`config.mk`:
```
export PLATFORM = sky130hd
export DESIGN_NAME = dma_prio_arbiter
export DESIGN_NICKNAME = d
export VERILOG_FILES = /design/src/rtl/dma_arb_pkg.sv /design/src/rtl/dma_arb_req.sv /design/src/rtl/dma_arb_pick.sv /design/src/rtl/dma_arb_hold.sv /design/src/rtl/dma_prio_arbiter.sv
export SDC_FILE = /design/constraint.sdc
export NUM_CORES = 1
export LEC_CHECK = 0
export BUFFER_PORTS_ARGS = -buffer_cell sky130_fd_sc_hd__buf_2
export CORE_ASPECT_RATIO = 0.9
export CORE_MARGIN = 5
export CORE_UTILIZATION = 42
export CTS_CLUSTER_DIAMETER = 40
export CTS_CLUSTER_SIZE = 14
export DETAILED_ROUTE_END_ITERATION = 12
export PLACE_DENSITY_LB_ADDON = 0.25
export SYNTH_ARGS = -nofsm -noshare
export SYNTH_HDL_FRONTEND = slang
export SYNTH_SLANG_ARGS = --single-unit
```
`constraint.sdc`:
```
create_clock -name clk -period 1.7 [get_ports clk]
set_input_delay 0.51 -clock clk [delete_from_list [all_inputs] [get_ports clk]]
set_output_delay 0.51 -clock clk [all_outputs]
set_load 0.02 [all_outputs]
```
`src/rtl/dma_arb_pkg.sv`:
```
package dma_arb_pkg;
   localparam int PRIO_W = 2;

   typedef enum logic [PRIO_W-1:0] {
      LVL_LOW   = 2'd0,
      LVL_MED   = 2'd1,
      LVL_HIGH  = 2'd2,
      LVL_VHIGH = 2'd3
   } prio_lvl_e;

   function automatic int idx_width(input int n);
      return (n > 1) ? $clog2(n) : 1;
   endfunction
endpackage

```
`src/rtl/dma_arb_req.sv`:
```
// Forms each channel's effective request from its lines, enable and mode.
module dma_arb_req #(
   parameter int NUM_CH    = 7,
   parameter int REQ_LINES = 6
) (
   input  logic [NUM_CH*REQ_LINES-1:0] line_i,
   input  logic [NUM_CH-1:0]           en_i,
   input  logic [NUM_CH-1:0]           m2m_i,
   output logic [NUM_CH-1:0]           req_o
);
   for (genvar ch = 0; ch < NUM_CH; ch++) begin : g_ch
      logic any_line;
      assign any_line   = |line_i[ch*REQ_LINES +: REQ_LINES];
      assign req_o[ch]  = en_i[ch] & (m2m_i[ch] | any_line);
   end
endmodule

```
`src/rtl/dma_arb_pick.sv`:
```
// Two-tier winner selection: level first, lower channel number on ties.
module dma_arb_pick
   import dma_arb_pkg::*;
#(
   parameter int NUM_CH = 7,
   localparam int IDX_W = idx_width(NUM_CH)
) (
   input  logic [NUM_CH-1:0]        req_i,
   input  logic [NUM_CH*PRIO_W-1:0] prio_i,
   output logic [NUM_CH-1:0]        win_oh_o,
   output logic [IDX_W-1:0]         win_idx_o,
   output logic                     win_vld_o
);
   logic [PRIO_W-1:0] best_lvl;
   logic [IDX_W-1:0]  best_idx;
   logic              best_vld;

   always_comb begin
      best_lvl = '0;
      best_idx = '0;
      best_vld = 1'b0;
      // Ascending scan with strict compare keeps the lowest index on a tie.
      for (int c = 0; c < NUM_CH; c++) begin
         if (req_i[c] && (!best_vld || (prio_i[c*PRIO_W +: PRIO_W] > best_lvl))) begin
            best_lvl = prio_i[c*PRIO_W +: PRIO_W];
            best_idx = IDX_W'(c);
            best_vld = 1'b1;
         end
      end
   end

   for (genvar c = 0; c < NUM_CH; c++) begin : g_oh
      assign win_oh_o[c] = best_vld && (best_idx == IDX_W'(c));
   end

   assign win_idx_o = best_idx;
   assign win_vld_o = best_vld;
endmodule

```
`src/rtl/dma_arb_hold.sv`:
```
// Grant register: reloads only when idle or at an item boundary.
module dma_arb_hold #(
   parameter int NUM_CH = 7,
   parameter int IDX_W  = 3
) (
   input  logic              clk,
   input  logic              rst_n,
   input  logic              done_i,
   input  logic [NUM_CH-1:0] win_oh_i,
   input  logic [IDX_W-1:0]  win_idx_i,
   output logic [NUM_CH-1:0] grant_o,
   output logic [IDX_W-1:0]  idx_o,
   output logic              busy_o
);
   logic [NUM_CH-1:0] grant_q;
   logic [IDX_W-1:0]  idx_q;
   logic              open_win;

   assign busy_o   = |grant_q;
   assign open_win = !busy_o || done_i;

   always_ff @(posedge clk or negedge rst_n) begin
      if (!rst_n) begin
         grant_q <= '0;
         idx_q   <= '0;
      end else if (open_win) begin
         grant_q <= win_oh_i;
         idx_q   <= win_idx_i;
      end
   end

   assign grant_o = grant_q;
   assign idx_o   = idx_q;
endmodule

```
`src/rtl/dma_prio_arbiter.sv`:
```
module dma_prio_arbiter
   import dma_arb_pkg::*;
#(
   parameter int NUM_CH    = 7,
   parameter int REQ_LINES = 6,
   localparam int IDX_W    = idx_width(NUM_CH)
) (
   input  logic                        clk,
   input  logic                        rst_n,
   input  logic [NUM_CH-1:0]           ch_enable,
   input  logic [NUM_CH-1:0]           ch_m2m,
   input  logic [NUM_CH*PRIO_W-1:0]    ch_prio,
   input  logic [NUM_CH*REQ_LINES-1:0] periph_req,
   input  logic                        item_done,
   output logic [NUM_CH-1:0]           grant,
   output logic [IDX_W-1:0]            grant_idx,
   output logic                        grant_valid
);
   if (NUM_CH < 1 || NUM_CH > 16) begin : g_bad_ch
      $error("dma_prio_arbiter: NUM_CH must lie in 1..16");
   end
   if (REQ_LINES < 3 || REQ_LINES > 6) begin : g_bad_lines
      $error("dma_prio_arbiter: REQ_LINES must lie in 3..6");
   end

   logic [NUM_CH-1:0] ch_req;
   logic [NUM_CH-1:0] win_oh;
   logic [IDX_W-1:0]  win_idx;
   logic              win_vld;

   dma_arb_req #(.NUM_CH(NUM_CH), .REQ_LINES(REQ_LINES)) u_req (
      .line_i (periph_req),
      .en_i   (ch_enable),
      .m2m_i  (ch_m2m),
      .req_o  (ch_req)
   );

   dma_arb_pick #(.NUM_CH(NUM_CH)) u_pick (
      .req_i     (ch_req),
      .prio_i    (ch_prio),
      .win_oh_o  (win_oh),
      .win_idx_o (win_idx),
      .win_vld_o (win_vld)
   );

   dma_arb_hold #(.NUM_CH(NUM_CH), .IDX_W(IDX_W)) u_hold (
      .clk       (clk),
      .rst_n     (rst_n),
      .done_i    (item_done),
      .win_oh_i  (win_oh),
      .win_idx_i (win_idx),
      .grant_o   (grant),
      .idx_o     (grant_idx),
      .busy_o    (grant_valid)
   );

   logic unused_vld;
   assign unused_vld = win_vld;
endmodule

```
; Word-level counts from Yosys, hierarchy flattened
; Index checks and enable logic that the tools add are counted.
[word_totals]
ff_bits = 10
latch_bits = 0
ram_bits = 0
rom_bits = 0
input_bits = 73
out_inout_bits = 11
elab_cells = 83
mem_count = 0
[classes]
add_sub_neg = 0
multipliers = 0
div_mod_pow = 0
magnitude_cmp = 6
n_eq_ne = 6
n_shift = 0
muxes = 19
bitwise_logic = 14
reduce_logical = 36
[op_table]
columns = cell, count
row1 = $reduce_or A6 Y1, 7
row2 = $mux W2, 8
row3 = $logic_and A1 B1 Y1, 13
row4 = $gt A2 B2 Y1, 6
row5 = $eq A3 B3 Y1 const B, 3
row6 = $mux W3, 3
row7 = $mux W1, 8
row8 = $and A1 B1 Y1, 7
row9 = $logic_not A1 Y1, 7
row10 = $logic_or A1 B1 Y1, 7
row11 = $or A1 B1 Y1, 7
row12 = $reduce_or A7 Y1, 1
row13 = $eq A3 B2 Y1 const B, 2
row14 = $eq A3 B1 Y1 const B, 1
row15 = $logic_not A3 Y1, 1

; Longest topological paths before layout
; Gate-level depths: netlist of run 1.
[depth]
word_depth = 30
mapped_depth = 41
depth_no_buf = 41

; Modules after synthesis
; Synthesis of run 1 repeated with hierarchy kept, for this count alone.
[hier_totals]
cells_unflattened = 141
hier_area_um2 = 1234.9
[by_module_without_submodules]
columns = mod, n_inst, cells_each, area_each_um2, seq_area_each_um2
row1 = dma_arb_pick, 1, 96, 664.4, 0.0
row2 = dma_arb_hold, 1, 24, 395.4, 250.2
row3 = dma_arb_req, 1, 21, 175.2, 0.0

; Worst setup path after synthesis of run 1
; OpenSTA, ideal clock, no wires.
[synth_timing]
path_kind = in2reg
start = in periph_req[2]
end = reg u_hold.grant_q[1], in the netlist u_hold.grant_o[1]
setup_ns = 0.067
arrival_ns = 7.912
t_required_ns = 1.633
slack_ns = -6.279
cell_stages = 40
n_path_buf = 0
path_cell_list = or4_4 o41a_1 nand2_1 ha_1 nor2b_1 o21ai_0 o21a_1 a22o_1 inv_1 ha_1 nor2b_1 a2bb2oi_1 a21o_2 a222oi_1 o21bai_1 ha_1 nor2b_1 a2bb2oi_1 [4 not listed] nor2b_1 o21ai_0 a21o_2 o211ai_1 o21ai_0 ha_1 a21oi_1 a211oi_1 a21oi_2 o21a_1 a21oi_1 ha_1 nor2b_1 o21ai_0 o22ai_1 nor4_1 nor2b_1 a32o_1
[synth_via]
elab_chain_cells = 30
elab_cells_between_ends = 48
classes_between = order compare (6) / eq/ne (1) / mux (19) / bitwise (2) / reduce/logical (20)
[synth_lines]
columns = element, line_no
row1 = start: declaration, dma_prio_arbiter.sv:13  ; input logic [NUM_CH*REQ_LINES-1:0] periph_req,
row2 = $reduce_or A6 Y1 (*), dma_arb_req.sv:13  ; assign any_line = |line_i[ch*REQ_LINES +: REQ_LINES];
row3 = $or A1 B1 Y1 (*), dma_arb_req.sv:14  ; assign req_o[ch] = en_i[ch] & (m2m_i[ch] | any_line);
row4 = $and A1 B1 Y1 (*), dma_arb_req.sv:14
row5 = $mux W2 or $mux W1 (tied branches), dma_arb_pick.sv:24  ; if (req_i[c] && (!best_vld || (prio_i[c*PRIO_W +: PRIO_W] > best_lvl))) begin
row6 = $gt A2 B2 Y1 or $logic_not A1 Y1 (tied branches), dma_arb_pick.sv:24
row7 = $logic_or A1 B1 Y1, dma_arb_pick.sv:24
row8 = $logic_and A1 B1 Y1, dma_arb_pick.sv:24
row9 = $mux W2 or $mux W1 (tied branches), dma_arb_pick.sv:24
row10 = [14 not listed], --
row11 = $logic_and A1 B1 Y1, dma_arb_pick.sv:24
row12 = $mux W2 or $mux W1 (tied branches), dma_arb_pick.sv:24
row13 = $gt A2 B2 Y1 or $logic_not A1 Y1 (tied branches), dma_arb_pick.sv:24
row14 = $logic_or A1 B1 Y1, dma_arb_pick.sv:24
row15 = $logic_and A1 B1 Y1, dma_arb_pick.sv:24
row16 = $mux W3, dma_arb_pick.sv:24
row17 = $eq A3 B1 Y1, dma_arb_pick.sv:33  ; assign win_oh_o[c] = best_vld && (best_idx == IDX_W'(c));
row18 = $logic_and A1 B1 Y1 (*), dma_arb_pick.sv:33
row19 = end signal: assignment, dma_arb_hold.sv:27  ; grant_q <= win_oh_i;
row20 = end: declaration, dma_arb_hold.sv:15  ; logic [NUM_CH-1:0] grant_q;
; Every way passes the cells marked *; elsewhere a longest branch is shown, timed or not.
; A chain may end at the register's enable or synchronous reset.

; Final worst setup path of run 1
[layout_timing]
start = in ch_m2m[0]
end = reg u_hold.grant_q[1], in the netlist u_hold.grant_o[1]
[layout_via]
elab_chain_cells = 29
elab_cells_between_ends = 47
classes_between = order compare (6) / eq/ne (1) / mux (19) / bitwise (2) / reduce/logical (19)
[layout_lines]
columns = element, line_no
row1 = start: declaration, dma_prio_arbiter.sv:11  ; input logic [NUM_CH-1:0] ch_m2m,
row2 = $or A1 B1 Y1 (*), dma_arb_req.sv:14
row3 = $and A1 B1 Y1 (*), dma_arb_req.sv:14
row4 = $mux W2 or $mux W1 (tied branches), dma_arb_pick.sv:24
row5 = $gt A2 B2 Y1 or $logic_not A1 Y1 (tied branches), dma_arb_pick.sv:24
row6 = $logic_or A1 B1 Y1, dma_arb_pick.sv:24
row7 = $logic_and A1 B1 Y1, dma_arb_pick.sv:24
row8 = $mux W2 or $mux W1 (tied branches), dma_arb_pick.sv:24
row9 = $gt A2 B2 Y1 or $logic_not A1 Y1 (tied branches), dma_arb_pick.sv:24
row10 = [13 not listed], --
row11 = $logic_and A1 B1 Y1, dma_arb_pick.sv:24
row12 = $mux W2 or $mux W1 (tied branches), dma_arb_pick.sv:24
row13 = $gt A2 B2 Y1 or $logic_not A1 Y1 (tied branches), dma_arb_pick.sv:24
row14 = $logic_or A1 B1 Y1, dma_arb_pick.sv:24
row15 = $logic_and A1 B1 Y1, dma_arb_pick.sv:24
row16 = $mux W3, dma_arb_pick.sv:24
row17 = $eq A3 B1 Y1, dma_arb_pick.sv:33
row18 = $logic_and A1 B1 Y1 (*), dma_arb_pick.sv:33
; Marks and branches as above.

==> results of run 1 <==
==> path summary, 6_finish.rpt <==
path                            slack [ns]  depth (start not counted)                            end                     startpoint
worst max register to register       -0.26                          8    u_hold.idx_o[0]$_DFFE_PN0P_  u_hold.grant_o[6]$_DFFE_PN0P_
min in group clk                      0.56                          1  u_hold.grant_o[3]$_DFFE_PN0P_  u_hold.grant_o[3]$_DFFE_PN0P_
worst min register to register        0.56                          1  u_hold.grant_o[3]$_DFFE_PN0P_  u_hold.grant_o[3]$_DFFE_PN0P_
max in group asynchronous             1.43                          1  u_hold.grant_o[4]$_DFFE_PN0P_                          rst_n
worst max-delay path                 -7.02                         46  u_hold.grant_o[1]$_DFFE_PN0P_                      ch_m2m[0]
worst min-delay path                  0.08                          1  u_hold.grant_o[1]$_DFFE_PN0P_                          rst_n
==> metrics by stage <==
stage | utilization | setup TNS, ns | power (mW) | instances
6_report | 0.962 | -68.45 | 3.18 | 343
5_1_grt | 0.962 | -69.56 | 3.26 | 343
4_1_cts | 0.905 | -57.93 | 2.54 | 338
3_5_place_dp | 0.779 | -63.35 | 1.86 | 313
3_3_place_gp | 0.779 | -60.80 | 1.79 | 313
2_1_floorplan | - | -58.70 | 1.24 | 136
==> cell usage after synthesis (3+ instances only) <==
cell     number  area (sq um)
a21oi_1       7          35.0
ha_1         12           150
o41ai_2       4          65.1
o41a_1        3          33.8
o22ai_1       3          18.8
o21a_1        5          37.5
dfrtp_1      10           250
o21ai_0       6          30.0
inv_1        10          37.5
nand2_1      12          45.0
or4_1         5          37.5
nor2b_1       7          43.8
a22o_1        5          43.8
nor2_1        6          22.5
==> cell type report <==
class,count,area share
Tap cell,40,0.0188
Timing Repair Buffer,163,0.389
Multi-Input combinational cell,116,0.471
Clock buffer,4,0.0136
Inverter,10,0.0141
Sequential cell,10,0.0939
==> power groups by stage <==
stage	clock network, mW	registers, mW	logic, mW
2_1_floorplan	0	0.537	0.698
3_3_place_gp	0	0.410	1.38
3_5_place_dp	0	0.420	1.44
4_1_cts	0.214	0.417	1.91
5_1_grt	0.224	0.461	2.58
6_report	0.221	0.458	2.50
==> logic make-up after synthesis <==
kind of cell,after synthesis
flip-flops,10
adder cells (fa/ha/maj),12
AO/OA/AOI/OAI,63
AND/OR/NAND/NOR,41
buffers and inverters,10
==> flip-flops by register name, indices dropped and copies added, names as in the netlist <==
| name | cells |
|---|---|
| u_hold.idx_o | 3 |
| u_hold.grant_o | 7 |
==> critical path, delay by kind of cell <==
family | cells | cell delay, ns
AOI/OAI and AO/OA | 22 | 3.93
buffers and inverters | 7 | 0.91
and+or+nand+nor | 11 | 2.08
adders and majority gates | 6 | 1.45
==> repair_timing <==
action	CTS	global route
pin swaps	14	4
resized for setup	29	21
buffers inserted	21	5
setup endpoints to repair	11	11
==> per-layer routing <==
| layer | part of all wire | GRT usage | up-vias |
|---|---|---|---|
| met1 | 0.29 | 0.356 | 1037 |
| met4 | 0.12 | 0.269 | 0 |
| met3 | 0.14 | 0.0730 | 140 |
| met2 | 0.45 | 0.672 | 328 |
| met5 | 0 | 0 | - |
| li1 | - | - | 892 |
==> impl_metrics.csv, run 1 <==
group,metric,value,unit
place,gp_congestion,0.863,
status,run_status,"complete, but fails checks",
logic_synthesis,yosysUniqueCellTypes,44,
logic_synthesis,ys_ff_latch,10,
clock_tree,holdBufCountCts,0,
layout,final_common_cell,"buf_2",
setup_path,cp-end-kind,"flip-flop",
place,place_area,2160,sq um
clock_tree,clkSlewWorstSetupHoldPaths,0.07,ns
pwr,seq_power_share,0.144,
grt,grt_pass1_vias,2269,
pwr,p_per_area,1190,nW/um^2
floorplan,die_area,4120,sq um
drt,drt-total-wl,9.99,mm
drt,viasPerCell,6.99,
place,dp_hpwl,4.13,mm
grt,grt_max_degree,11,
sta,hold-worst-slack,0.0825,ns
logic_synthesis,synth_top_family_by_area,"compound AO/OA/AOI/OAI gates",
clock_tree,htree_num_levels,1,
hold_path,worst_hold_path_type,"in -> async",
layout,antenna_cells,0,
logic_synthesis,ys_warn_count,0,
pwr,vdd_drop_max,0.828,mV
logic_synthesis,synthMuxAreaShare,0,
setup_path,crit_top_cell,"nor2b_4",
job,maxCapViolCount,0,
pwr,p_comb_frac,0.786,
logic_synthesis,synth-edff-count,0,
pwr,p_switching,1.49,mW
layout,nNetsFinal,389,
setup_path,path_class,"in -> reg",
setup_path,path_max_fanout,4,
logic_synthesis,synth_compound_area_frac,0.453,
drt,drt_iter0_drc,470,
sta,setup_viol,11,
sta,hold_viol_final,0,
layout,multiInputGateArea,1250,sq um
layout,drive_above_1_share,0.729,
logic_synthesis,syn_area,1230,sq um
pwr,p_leak,1.35,nW
layout,most-common-layout-cells,"81 x buf_2, 78 x buf_4, 10 x dfrtp_1, 9 x inv_1, 9 x nand2_1",
logic_synthesis,synth_seq_area_share,0.203,
logic_synthesis,synth_cells,136,
logic_synthesis,synthFlopType,"dfrtp_1",
sta,rsz0062_at_grt,"true",
floorplan,io_pins,84,
clock_tree,cts_sinks,10,
drt,drc,0,
grt,grt_usage,0.361,
logic_synthesis,ys_async_sr_fraction,1.00,
drt,dr.pass1.iters,5,
floorplan,start_util,0.444,
sta,maxSlewViolCount,0,
layout,fillCellCount,60,
floorplan,dieHeight,61.4,um
clock_tree,clockBufferDepth,2,
logic_synthesis,synth_xor_area_frac,0,
place,io_buffers,83,
layout,design_area,2670,sq um
logic_synthesis,synth_fa_ha_area_frac,0.122,
sta,finalCriticalPeriod,8.72,ns
layout,seqCellArea,250,sq um
logic_synthesis,synth.avg_cell_area,9.05,sq um
floorplan,die_w,67.1,um
clock_tree,cts_buffers,3,
grt,overflow,0,
clock_tree,cts_tree,"done",
drt,wl_per_cell,29.1,um
sta,relSlewSlack,0.643,
floorplan,core,2770,sq um
sta,fmax,115,MHz
drt,postRouteAntennaNets,0,
grt,grt_pass1_wl,11.0,mm
setup_path,cp_slowest_stage_delay,0.54,ns
pwr,p_clk_frac,0.069,
place,dp_slack,-6.53,ns
drt,via_count,2397,
setup_path,required,1.88,ns
clock_tree,cts-root-buf,"clkbuf_4",
sta,worst_slack,-7.02,ns
setup_path,start_kind,"input port",
floorplan,core.rowCount,18,
pwr,internal_power,1.69,mW
layout,area_growth,116,%
clock_tree,clk_latency,0.27,ns
setup_path,crit_slowest_cell,"or4_4",
grt,antenna_found_initial,1,
setup_path,crit_arrival,8.89,ns
logic_synthesis,synthSimpleGateAreaFrac,0.191,
sta,worst_slew_pin_slew,0.535,ns
sta,period_share,5.13,
logic_synthesis,syn_nets,221,
pwr,switching_share,0.467,
sta,skew,0.00293,ns
status,violations,"negative setup slack",
Note: power is estimated with default switching activity, not from simulation.
==> inputs of run 2 (changes only) <==
CORE_UTILIZATION = 35   (was 42)
==> run 2 against run 1 <==
The flow still finishes with violations (negative setup slack); clock skew increased by 0.0015 ns; count of clock-buffer cells in the layout shrank 1; sequential share of layout area increased by 0.071 points.
==> impl_metrics.csv, run 2 (synthesized netlist as in run 1, its figures left out) <==
group,metric,value,unit
status,run_status,"complete, but fails checks",
status,violations,"negative setup slack",
drt,viasPerCell,5.40,
floorplan,start_util,0.364,
sta,fmax,126,MHz
sta,finalCriticalPeriod,7.92,ns
grt,grt_pass1_vias,2028,
layout,nNetsFinal,397,
place,dp_slack,-6.52,ns
setup_path,reg2reg_from,"u_hold.grant_o[2]$_DFFE_PN0P_",
drt,via_count,1911,
layout,final_common_cell,"buf_4",
place,dp_hpwl,3.76,mm
drt,dr.pass1.iters,4,
job,maxCapViolCount,0,
clock_tree,holdBufCountCts,0,
setup_path,required,1.87,ns
place,place_area,2180,sq um
clock_tree,clk_latency,0.24,ns
layout,antenna_cells,0,
layout,most-common-layout-cells,"88 x buf_4, 81 x buf_2, 12 x nand2_1, 10 x dfrtp_1, 9 x inv_1",
setup_path,crit_arrival,8.09,ns
drt,wl_per_cell,15.8,um
setup_path,ff2ff_path_depth,6,
clock_tree,htree_num_levels,1,
setup_path,r2r_end,"u_hold.grant_o[1]$_DFFE_PN0P_",
clock_tree,cts-root-buf,"clkbuf_8",
setup_path,critPathTopFamily,"compound AO/OA/AOI/OAI gates",
clock_tree,clockBufferDepth,2,
setup_path,rrSetupSlack,-0.04,ns
setup_path,path_max_fanout,4,
setup_path,cp_slowest_stage_delay,0.54,ns
layout,fillCellCount,226,
layout,design_area,2650,sq um
drt,drt-total-wl,5.58,mm
grt,use_met1,0.221,
sta,period_share,4.66,
pwr,vdd_drop_max,0.682,mV
grt,grt_usage,0.220,
sta,setup_viol,11,
pwr,p_per_area,1070,nW/um^2
clock_tree,cts_buffers,3,
place,gp_congestion,0.781,
grt,met3_usage,0.0502,
pwr,p_leak,1.37,nW
hold_path,worst_hold_path_type,"in -> async",
floorplan,die_area,4810,sq um
drt,postRouteAntennaNets,0,
setup_path,path_buf_inv,2,
clock_tree,cts_tree,"done",
floorplan,io_pins,84,
sta,worst_slew_pin_slew,0.548,ns
grt,overflow,0,
sta,maxSlewViolCount,0,
setup_path,crit_slowest_cell,"or4_4",
place,io_buffers,83,
floorplan,die_w,72.5,um
sta,hold_viol_final,0,
layout,area_growth,115,%
setup_path,cp-end-kind,"flip-flop",
drt,drc,0,
sta,rsz0062_at_grt,"true",
setup_path,start_kind,"input port",
grt,grt_pass1_wl,8.44,mm
grt,grt_max_degree,11,
setup_path,crit_path_start,"periph_req[2]",
grt,grt.met2_usage,0.429,
layout,drive_above_1_share,0.710,
floorplan,dieHeight,66.3,um
setup_path,path_class,"in -> reg",
sta,skew,0.00444,ns
grt,antenna_found_initial,0,
clock_tree,cts_sinks,10,
floorplan,core,3380,sq um
clock_tree,clkSlewWorstSetupHoldPaths,0.05,ns
sta,relSlewSlack,0.631,
grt,busiest_layer,"met2",
sta,worst_slack,-6.22,ns
floorplan,core.rowCount,20,
layout,largest_reg_flops,7,
drt,drt_iter0_drc,103,
run 2: cell count changes in the layout (fill, tap and decap cells not counted), sizes merged:
cell and delta:
buf +8, clkbuf -1
run 2: power breakdown:
part / internal (mW) / switching, mW
sequential: 0.343 / 0.0958
clock: 0.155 / 0.0932
combinational: 1.16 / 0.997
total: 1.66 / 1.19
run 2: area by class of cell:
type | instances | area, sq um | area share
Timing Repair Buffer | 171 | 1090 | 0.412
Tap cell | 44 | 55.1 | 0.0208
Sequential cell | 10 | 250 | 0.0946
Inverter | 10 | 37.5 | 0.0142
Clock buffer | 3 | 41.3 | 0.0156
Multi-Input combinational cell | 116 | 1170 | 0.443
run 2: routing by layer:
| layer | vias to the layer above | share of wire |
|---|---|---|
| met5 | - | 0 |
| met4 | 0 | 0.024 |
| met3 | 16 | 0.084 |
| met2 | 100 | 0.51 |
| met1 | 887 | 0.38 |
| li1 | 908 | - |
run 2: timing repair:
| item | in CTS | in global routing |
|---|---|---|
| pin swaps | 11 | 6 |
| endpoints found under the hold margin | 0 | 0 |
| resized for setup | 18 | 15 |
| setup endpoints to repair | 11 | 11 |
| buffers inserted | 25 | 6 |
run 2: how the worst max path moves through the flow:
stage	endpoint	cells past startpoint
finish	u_hold.grant_o[1]$_DFFE_PN0P_	41
floorplan	u_hold.grant_o[1]$_DFFE_PN0P_	40
global placement	u_hold.grant_o[1]$_DFFE_PN0P_	40
detailed placement	u_hold.grant_o[1]$_DFFE_PN0P_	40
CTS	u_hold.grant_o[1]$_DFFE_PN0P_	40
global route	u_hold.grant_o[1]$_DFFE_PN0P_	41
run 2: worst register-to-register path, cell delays in order (launching register included):
cell and delay (ns):
dfrtp_1 0.40, nor4_4 0.33, buf_4 0.16, a21oi_1 0.09, nor4_2 0.30, nor2b_2 0.22, a32o_1 0.17
run 2: per-stage QoR:
| step | setup TNS [ns] | hold WS [ns] | utilization | cells | power [mW] |
|---|---|---|---|---|---|
| finish | -60.82 | 0.124 | 0.783 | 354 | 2.84 |
| global route | -64.64 | 0.147 | 0.783 | 354 | 3.01 |
| CTS | -59.21 | 0.128 | 0.742 | 348 | 2.52 |
| detailed placement | -63.28 | 0.376 | 0.647 | 320 | 1.87 |
| global placement | -62.31 | 0.382 | 0.647 | 320 | 1.85 |
| floorplan | -58.70 | 0.214 | - | 136 | 1.24 |
